**src/rtl/phybr_pkg.sv**
```systemverilog
package phybr_pkg;

    localparam int IDX_W    = 8;
    localparam int BYTE_W   = 8;
    localparam int HOST_DW  = 16;
    localparam int HOST_AW  = 12;
    localparam int WR_BIT   = IDX_W;
    localparam int BUSY_BIT = IDX_W + 1;

    localparam logic [HOST_AW-1:0] CMD_OFS  = 12'h300;
    localparam logic [HOST_AW-1:0] DATA_OFS = 12'h304;

    typedef enum logic [1:0] {
        SEL_NONE,
        SEL_CMD,
        SEL_DATA
    } reg_sel_e;

    typedef struct packed {
        logic             wr;
        logic [IDX_W-1:0] idx;
    } phy_cmd_t;

    function automatic reg_sel_e decode_addr(input logic [HOST_AW-1:0] a);
        if (a == CMD_OFS)       return SEL_CMD;
        else if (a == DATA_OFS) return SEL_DATA;
        else                    return SEL_NONE;
    endfunction

    function automatic phy_cmd_t unpack_cmd(input logic [HOST_DW-1:0] w);
        phy_cmd_t c;
        c.wr  = w[WR_BIT];
        c.idx = w[IDX_W-1:0];
        return c;
    endfunction

    function automatic logic [HOST_DW-1:0] pack_status(input phy_cmd_t c, input logic busy);
        logic [HOST_DW-1:0] w;
        w              = '0;
        w[IDX_W-1:0]   = c.idx;
        w[WR_BIT]      = c.wr;
        w[BUSY_BIT]    = busy;
        return w;
    endfunction

endpackage

```
**src/rtl/phybr_hostregs.sv**
```systemverilog
module phybr_hostregs
    import phybr_pkg::*;
(
    input  logic               clk,
    input  logic               rst,
    input  logic               hb_we,
    input  logic [HOST_AW-1:0] hb_addr,
    input  logic [HOST_DW-1:0] hb_wdata,
    output logic [HOST_DW-1:0] hb_rdata,
    input  logic               busy,
    input  phy_cmd_t           cur_cmd,
    input  logic               cap_en,
    input  logic [BYTE_W-1:0]  cap_byte,
    output logic               cmd_stb,
    output phy_cmd_t           cmd_new,
    output logic [HOST_DW-1:0] data_q
);
    reg_sel_e sel;

    always_comb begin
        sel     = decode_addr(hb_addr);
        cmd_stb = hb_we && (sel == SEL_CMD);
        cmd_new = unpack_cmd(hb_wdata);
    end

    always_ff @(posedge clk) begin
        if (rst) begin
            data_q <= '0;
        end else if (cap_en) begin
            data_q <= HOST_DW'(cap_byte);
        end else if (hb_we && (sel == SEL_DATA) && !busy) begin
            data_q <= hb_wdata;
        end
    end

    always_comb begin
        unique case (sel)
            SEL_CMD:  hb_rdata = pack_status(cur_cmd, busy);
            SEL_DATA: hb_rdata = data_q;
            default:  hb_rdata = '0;
        endcase
    end
endmodule

```
**src/rtl/phybr_ctrl.sv**
```systemverilog
module phybr_ctrl
    import phybr_pkg::*;
(
    input  logic              clk,
    input  logic              rst,
    input  logic              cmd_stb,
    input  phy_cmd_t          cmd_new,
    output logic              busy,
    output phy_cmd_t          cur_cmd,
    output logic              phy_req,
    output logic              phy_wr,
    output logic [IDX_W-1:0]  phy_idx,
    input  logic              phy_ack,
    input  logic [BYTE_W-1:0] phy_rdata,
    output logic              cap_en,
    output logic [BYTE_W-1:0] cap_byte
);
    always_ff @(posedge clk) begin
        if (rst) begin
            busy    <= 1'b0;
            cur_cmd <= '0;
        end else if (busy) begin
            if (phy_ack) busy <= 1'b0;
        end else if (cmd_stb) begin
            busy    <= 1'b1;
            cur_cmd <= cmd_new;
        end
    end

    always_comb begin
        phy_req  = busy;
        phy_wr   = cur_cmd.wr;
        phy_idx  = cur_cmd.idx;
        cap_en   = busy && phy_ack && !cur_cmd.wr;
        cap_byte = phy_rdata;
    end
endmodule

```
**src/rtl/phybr_top.sv**
```systemverilog
module phybr_top
    import phybr_pkg::*;
(
    input  logic               clk,
    input  logic               rst,
    input  logic               hb_we,
    input  logic [HOST_AW-1:0] hb_addr,
    input  logic [HOST_DW-1:0] hb_wdata,
    output logic [HOST_DW-1:0] hb_rdata,
    output logic               phy_req,
    output logic               phy_wr,
    output logic [IDX_W-1:0]   phy_idx,
    output logic [BYTE_W-1:0]  phy_wdata,
    input  logic               phy_ack,
    input  logic [BYTE_W-1:0]  phy_rdata
);
    logic               busy;
    phy_cmd_t           cur_cmd;
    phy_cmd_t           cmd_new;
    logic               cmd_stb;
    logic               cap_en;
    logic [BYTE_W-1:0]  cap_byte;
    logic [HOST_DW-1:0] data_q;

    phybr_hostregs u_regs (
        .clk      (clk),
        .rst      (rst),
        .hb_we    (hb_we),
        .hb_addr  (hb_addr),
        .hb_wdata (hb_wdata),
        .hb_rdata (hb_rdata),
        .busy     (busy),
        .cur_cmd  (cur_cmd),
        .cap_en   (cap_en),
        .cap_byte (cap_byte),
        .cmd_stb  (cmd_stb),
        .cmd_new  (cmd_new),
        .data_q   (data_q)
    );

    phybr_ctrl u_ctrl (
        .clk       (clk),
        .rst       (rst),
        .cmd_stb   (cmd_stb),
        .cmd_new   (cmd_new),
        .busy      (busy),
        .cur_cmd   (cur_cmd),
        .phy_req   (phy_req),
        .phy_wr    (phy_wr),
        .phy_idx   (phy_idx),
        .phy_ack   (phy_ack),
        .phy_rdata (phy_rdata),
        .cap_en    (cap_en),
        .cap_byte  (cap_byte)
    );

    assign phy_wdata = data_q[BYTE_W-1:0];
endmodule

```
**config.mk**
```make
export PLATFORM = sky130hd
export DESIGN_NAME = phybr_top
export DESIGN_NICKNAME = d
export VERILOG_FILES = /design/src/rtl/phybr_pkg.sv /design/src/rtl/phybr_hostregs.sv /design/src/rtl/phybr_ctrl.sv /design/src/rtl/phybr_top.sv
export SDC_FILE = /design/constraint.sdc
export NUM_CORES = 1
export LEC_CHECK = 0
export BUFFER_PORTS_ARGS = -buffer_cell sky130_fd_sc_hd__buf_4
export CAP_MARGIN = 20
export CORE_ASPECT_RATIO = 1.2
export CORE_MARGIN = 2
export CORE_UTILIZATION = 46
export DETAILED_ROUTE_END_ITERATION = 8
export GPL_TIMING_DRIVEN = 0
export PLACE_DENSITY = 0.81
export SETUP_SLACK_MARGIN = 0.2
export SYNTH_ARGS = -nofsm -noshare
export SYNTH_HDL_FRONTEND = slang
export SYNTH_SLANG_ARGS = --single-unit
```
**constraint.sdc**
```tcl
create_clock -name clk -period 2.69 [get_ports clk]
set_input_delay 0.1345 -clock clk [delete_from_list [all_inputs] [get_ports clk]]
set_output_delay 0.1345 -clock clk [all_outputs]
set_load 0.03 [all_outputs]
```
==> load_flow_metrics.sql <==
INSERT INTO impl_metrics (metric_group, metric, value, unit) VALUES
('sta', 'maxClockFrequency', '0.416', 'GHz'),
('job', 'max_cap_viol_count', '0', ''),
('power_and_ir_drop', 'cellInternalPower', '0.578', 'mW'),
('clock_network', 'cts.htree.levels', '1', ''),
('global_route', 'grt_start_max_net_pins', '16', ''),
('synthesis', 'syn_inst', '129', ''),
('clock_network', 'worst_skew_pair.late_latency', '0.32', 'ns'),
('layout', 'layout-area-overhead-vs-synth', '52.4', '%'),
('drt', 'antenna_left', '0', ''),
('synthesis', 'synth_xor_xnor_area_share', '0', '%'),
('clock_network', 'cts_sinks', '26', ''),
('synthesis', 'synth_top_family_by_area', 'simple AND/OR/NAND/NOR gates', ''),
('clock_network', 'cts_root_buf', 'sky130_fd_sc_hd__clkbuf_4', ''),
('power_and_ir_drop', 'power_share_of_the_combinational_group', '9.1', '%'),
('synthesis', 'most_instantiated_flip_flop_cell_in_the_synthesis_netlist', 'sky130_fd_sc_hd__dfxtp_1', ''),
('worst_setup_path', 'worst_ep_required_time', '2.56', 'ns'),
('worst_setup_path', 'capturing_element_type_of_the_critical_path', 'output port', ''),
('synthesis', 'synth_async_sr_flop_share', '0', '%'),
('global_route', 'grt.overflow.total', '0', ''),
('synthesis', 'syn-num-nets', '169', ''),
('drt', 'detail_route.wirelength', '3440', 'um'),
('sta', 'setup_repair_after_global_routing_missed_its_margin', 'false', ''),
('synthesis', 'synth-simple-area-share', '20.2', '%'),
('sta', 'finalSetupViolations', '0', ''),
('clock_network', 'tritoncts', 'built', ''),
('layout', 'drive_gt1_share', '45.4', '%'),
('drt', 'drt_drc_violations_left', '0', ''),
('synthesis', 'synth_fa_ha_area_share', '0', '%'),
('drt', 'drt-vias-per-instance', '5.19', ''),
('power_and_ir_drop', 'switchingPower', '0.143', 'mW'),
('clock_network', 'cts-root-to-sink-buffers', '2', ''),
('die', 'fp-row-count', '20', ''),
('synthesis', 'mapped_avg_cell_area', '9.78', 'um^2'),
('global_route', 'track_usage', '22.6', '%'),
('clock_network', 'cts_made_buffers', '3', ''),
('sta', 'slew_violations', '0', ''),
('worst_setup_path', 'worstPathCellList', 'buf_4, or4_4, buf_6, nor4_2, a22o_1, buf_4', ''),
('worst_setup_path', 'critical_path.slowest_cell', 'sky130_fd_sc_hd__nor4_2', ''),
('die', 'design.die.area', '3180', 'um^2'),
('worst_setup_path', 'critical_path_class', 'in2out', ''),
('placed_design', 'dp.final_hpwl', '2560', 'um'),
('drt', 'first_pass_iters', '4', ''),
('drt', 'average_wire_length_per_cell_after_detail_routing', '14.3', 'um'),
('sta', 'slew_headroom', '26.2', '%'),
('synthesis', 'synthesis.area', '1260', 'um^2'),
('die', 'core_area', '2580', 'um^2'),
('clock_network', 'path_clk_slew', '0.14', 'ns'),
('worst_setup_path', 'timing.critical_path.max_delay_family', 'simple AND/OR/NAND/NOR gates', ''),
('sta', 'finalHoldViolCount', '0', ''),
('power_and_ir_drop', 'max-vdd-ir-drop', '0.374', 'mV'),
('die', 'die_y', '61.4', 'um'),
('synthesis', 'synth_sequential_area_ratio', '41.3', '%'),
('global_route', 'global_route_wire_length_before_repair', '5330', 'um'),
('synthesis', 'number_of_synthesized_flops_with_an_enable_pin', '0', ''),
('power_and_ir_drop', 'clock_power_share', '37.5', '%'),
('drt', 'drt_iter0_markers', '16', ''),
('power_and_ir_drop', 'power.switching_fraction', '19.8', '%'),
('power_and_ir_drop', 'power.static_leakage', '0.915', 'nW'),
('sta', 'final.min_clock_period', '2.40', 'ns'),
('power_and_ir_drop', 'p_seq_share', '53.4', '%'),
('clock_network', 'postCtsSetupRepairBufs', '0', ''),
('sta', 'timing_worst_slew_pin_value', '1.10', 'ns'),
('min_path', 'hold_path_class', 'in2reg', ''),
('status', 'run_status', 'finished, final reports clean', ''),
('layout', 'total_inserted_antenna_cells', '0', ''),
('drt', 'number_of_vias_after_detailed_routing', '1245', ''),
('synthesis', 'synth_cell_type_count', '20', ''),
('worst_setup_path', 'crit_top_cell', 'sky130_fd_sc_hd__buf_4', ''),
('power_and_ir_drop', 'power.density', '375', 'nW/um^2'),
('global_route', 'grt_pass1_vias', '1247', ''),
('layout', 'fillCellCount', '192', '');
## synth_stat cells (all sizes together), types with 2 or more instances
cell type	count	area [um^2]
a22o	10	87.6
and2	6	37.5
buf	11	87.6
clkbuf	3	11.3
dfxtp	26	521
mux2i	25	250
nand2	8	30.0
nand2b	2	12.5
nand3b	3	22.5
nor2	18	67.6
nor4	3	46.3
o21ai	8	40.0
or4	3	30.0
## per-stage QoR
| stage | setup WS [ns] | utilization, % | hold WS, ns | std cells | instance area (um^2) |
|---|---|---|---|---|---|
| 6_report | 0.286 | 74.6 | 0.00999 | 240 | 1920 |
| 5_1_grt | 0.232 | 74.6 | 0.00472 | 240 | 1920 |
| 4_1_cts | 0.284 | 74.6 | 0.00125 | 240 | 1920 |
| 3_5_place_dp | 0.188 | 71.8 | 0.347 | 235 | 1850 |
| 3_3_place_gp | 0.205 | 71.8 | 0.338 | 235 | 1850 |
| 2_1_floorplan | 0.733 | - | 0.249 | 129 | 1260 |
## area by class of cell
cell class / count / area, um^2 / share of cell area, %
tap: 33 / 41.3 / 2.15
clock inverter: 1 / 30.0 / 1.56
buffer: 14 / 98.8 / 5.14
multi-input combinational: 88 / 647 / 33.7
clock buffer: 3 / 22.5 / 1.17
timing repair buffer: 74 / 558 / 29.0
sequential: 26 / 520 / 27.1
inverter: 1 / 3.75 / 0.195
## worst min-delay path, stage by stage
cell	delay (ns)
sky130_fd_sc_hd__buf_4	0.08
sky130_fd_sc_hd__nand2_1	0.03
sky130_fd_sc_hd__o21ai_1	0.06
## flip-flops by register name, indices dropped and copies added, names as in the netlist
register / count
u_ctrl.phy_idx: 8
u_ctrl.phy_wr: 1
u_regs.data_q: 16
u_ctrl.busy: 1
## final timing paths
path	start	end	slack, ns	cells after the start
hold / removal	phy_rdata[3]	u_regs.data_q[3]$_SDFFE_PP0P_	0.01	3
setup / recovery	hb_addr[10]	hb_rdata[5]	0.29	6
setup reg to reg	u_ctrl.busy$_SDFF_PP0_	u_ctrl.phy_idx[2]$_SDFFE_PP0P_	0.83	5
hold reg to reg	u_regs.data_q[13]$_SDFFE_PP0P_	u_regs.data_q[13]$_SDFFE_PP0P_	0.51	2
## kinds of logic (layout without fill, tap and decap cells)
kind of cell	count (synthesis)	count (layout)
buffers and inverters	15	93
muxes	25	25
AOI/OAI and AO/OA	19	19
DFF	26	26
and+or+nand+nor	44	44
## layer usage
layer	global-route usage [%]	part of all wire (%)	vias to the layer above
li1	-	-	602
met1	24.2	38	589
met2	44.0	54	49
met3	4.37	6.9	5
met4	8.27	0.79	0
met5	0	0	-
## what timing repair did
| action | CTS | global route |
|---|---|---|
| gates resized for setup | 1 | 0 |
| hold buffers | 1 | 0 |
| setup endpoints to repair | 2 | 0 |
| endpoints found under the hold margin | 1 | 0 |
## power by group through the flow
| stage | Sequential, mW | Combinational (mW) | Clock (mW) |
|---|---|---|---|
| 2_1_floorplan | 0.394 | 0.0132 | 0 |
| 3_3_place_gp | 0.394 | 0.0614 | 0 |
| 3_5_place_dp | 0.394 | 0.0631 | 0 |
| 4_1_cts | 0.385 | 0.0653 | 0.274 |
| 5_1_grt | 0.385 | 0.0700 | 0.286 |
| 6_report | 0.385 | 0.0655 | 0.270 |
No activity file was read; power rests on OpenSTA's default activity.
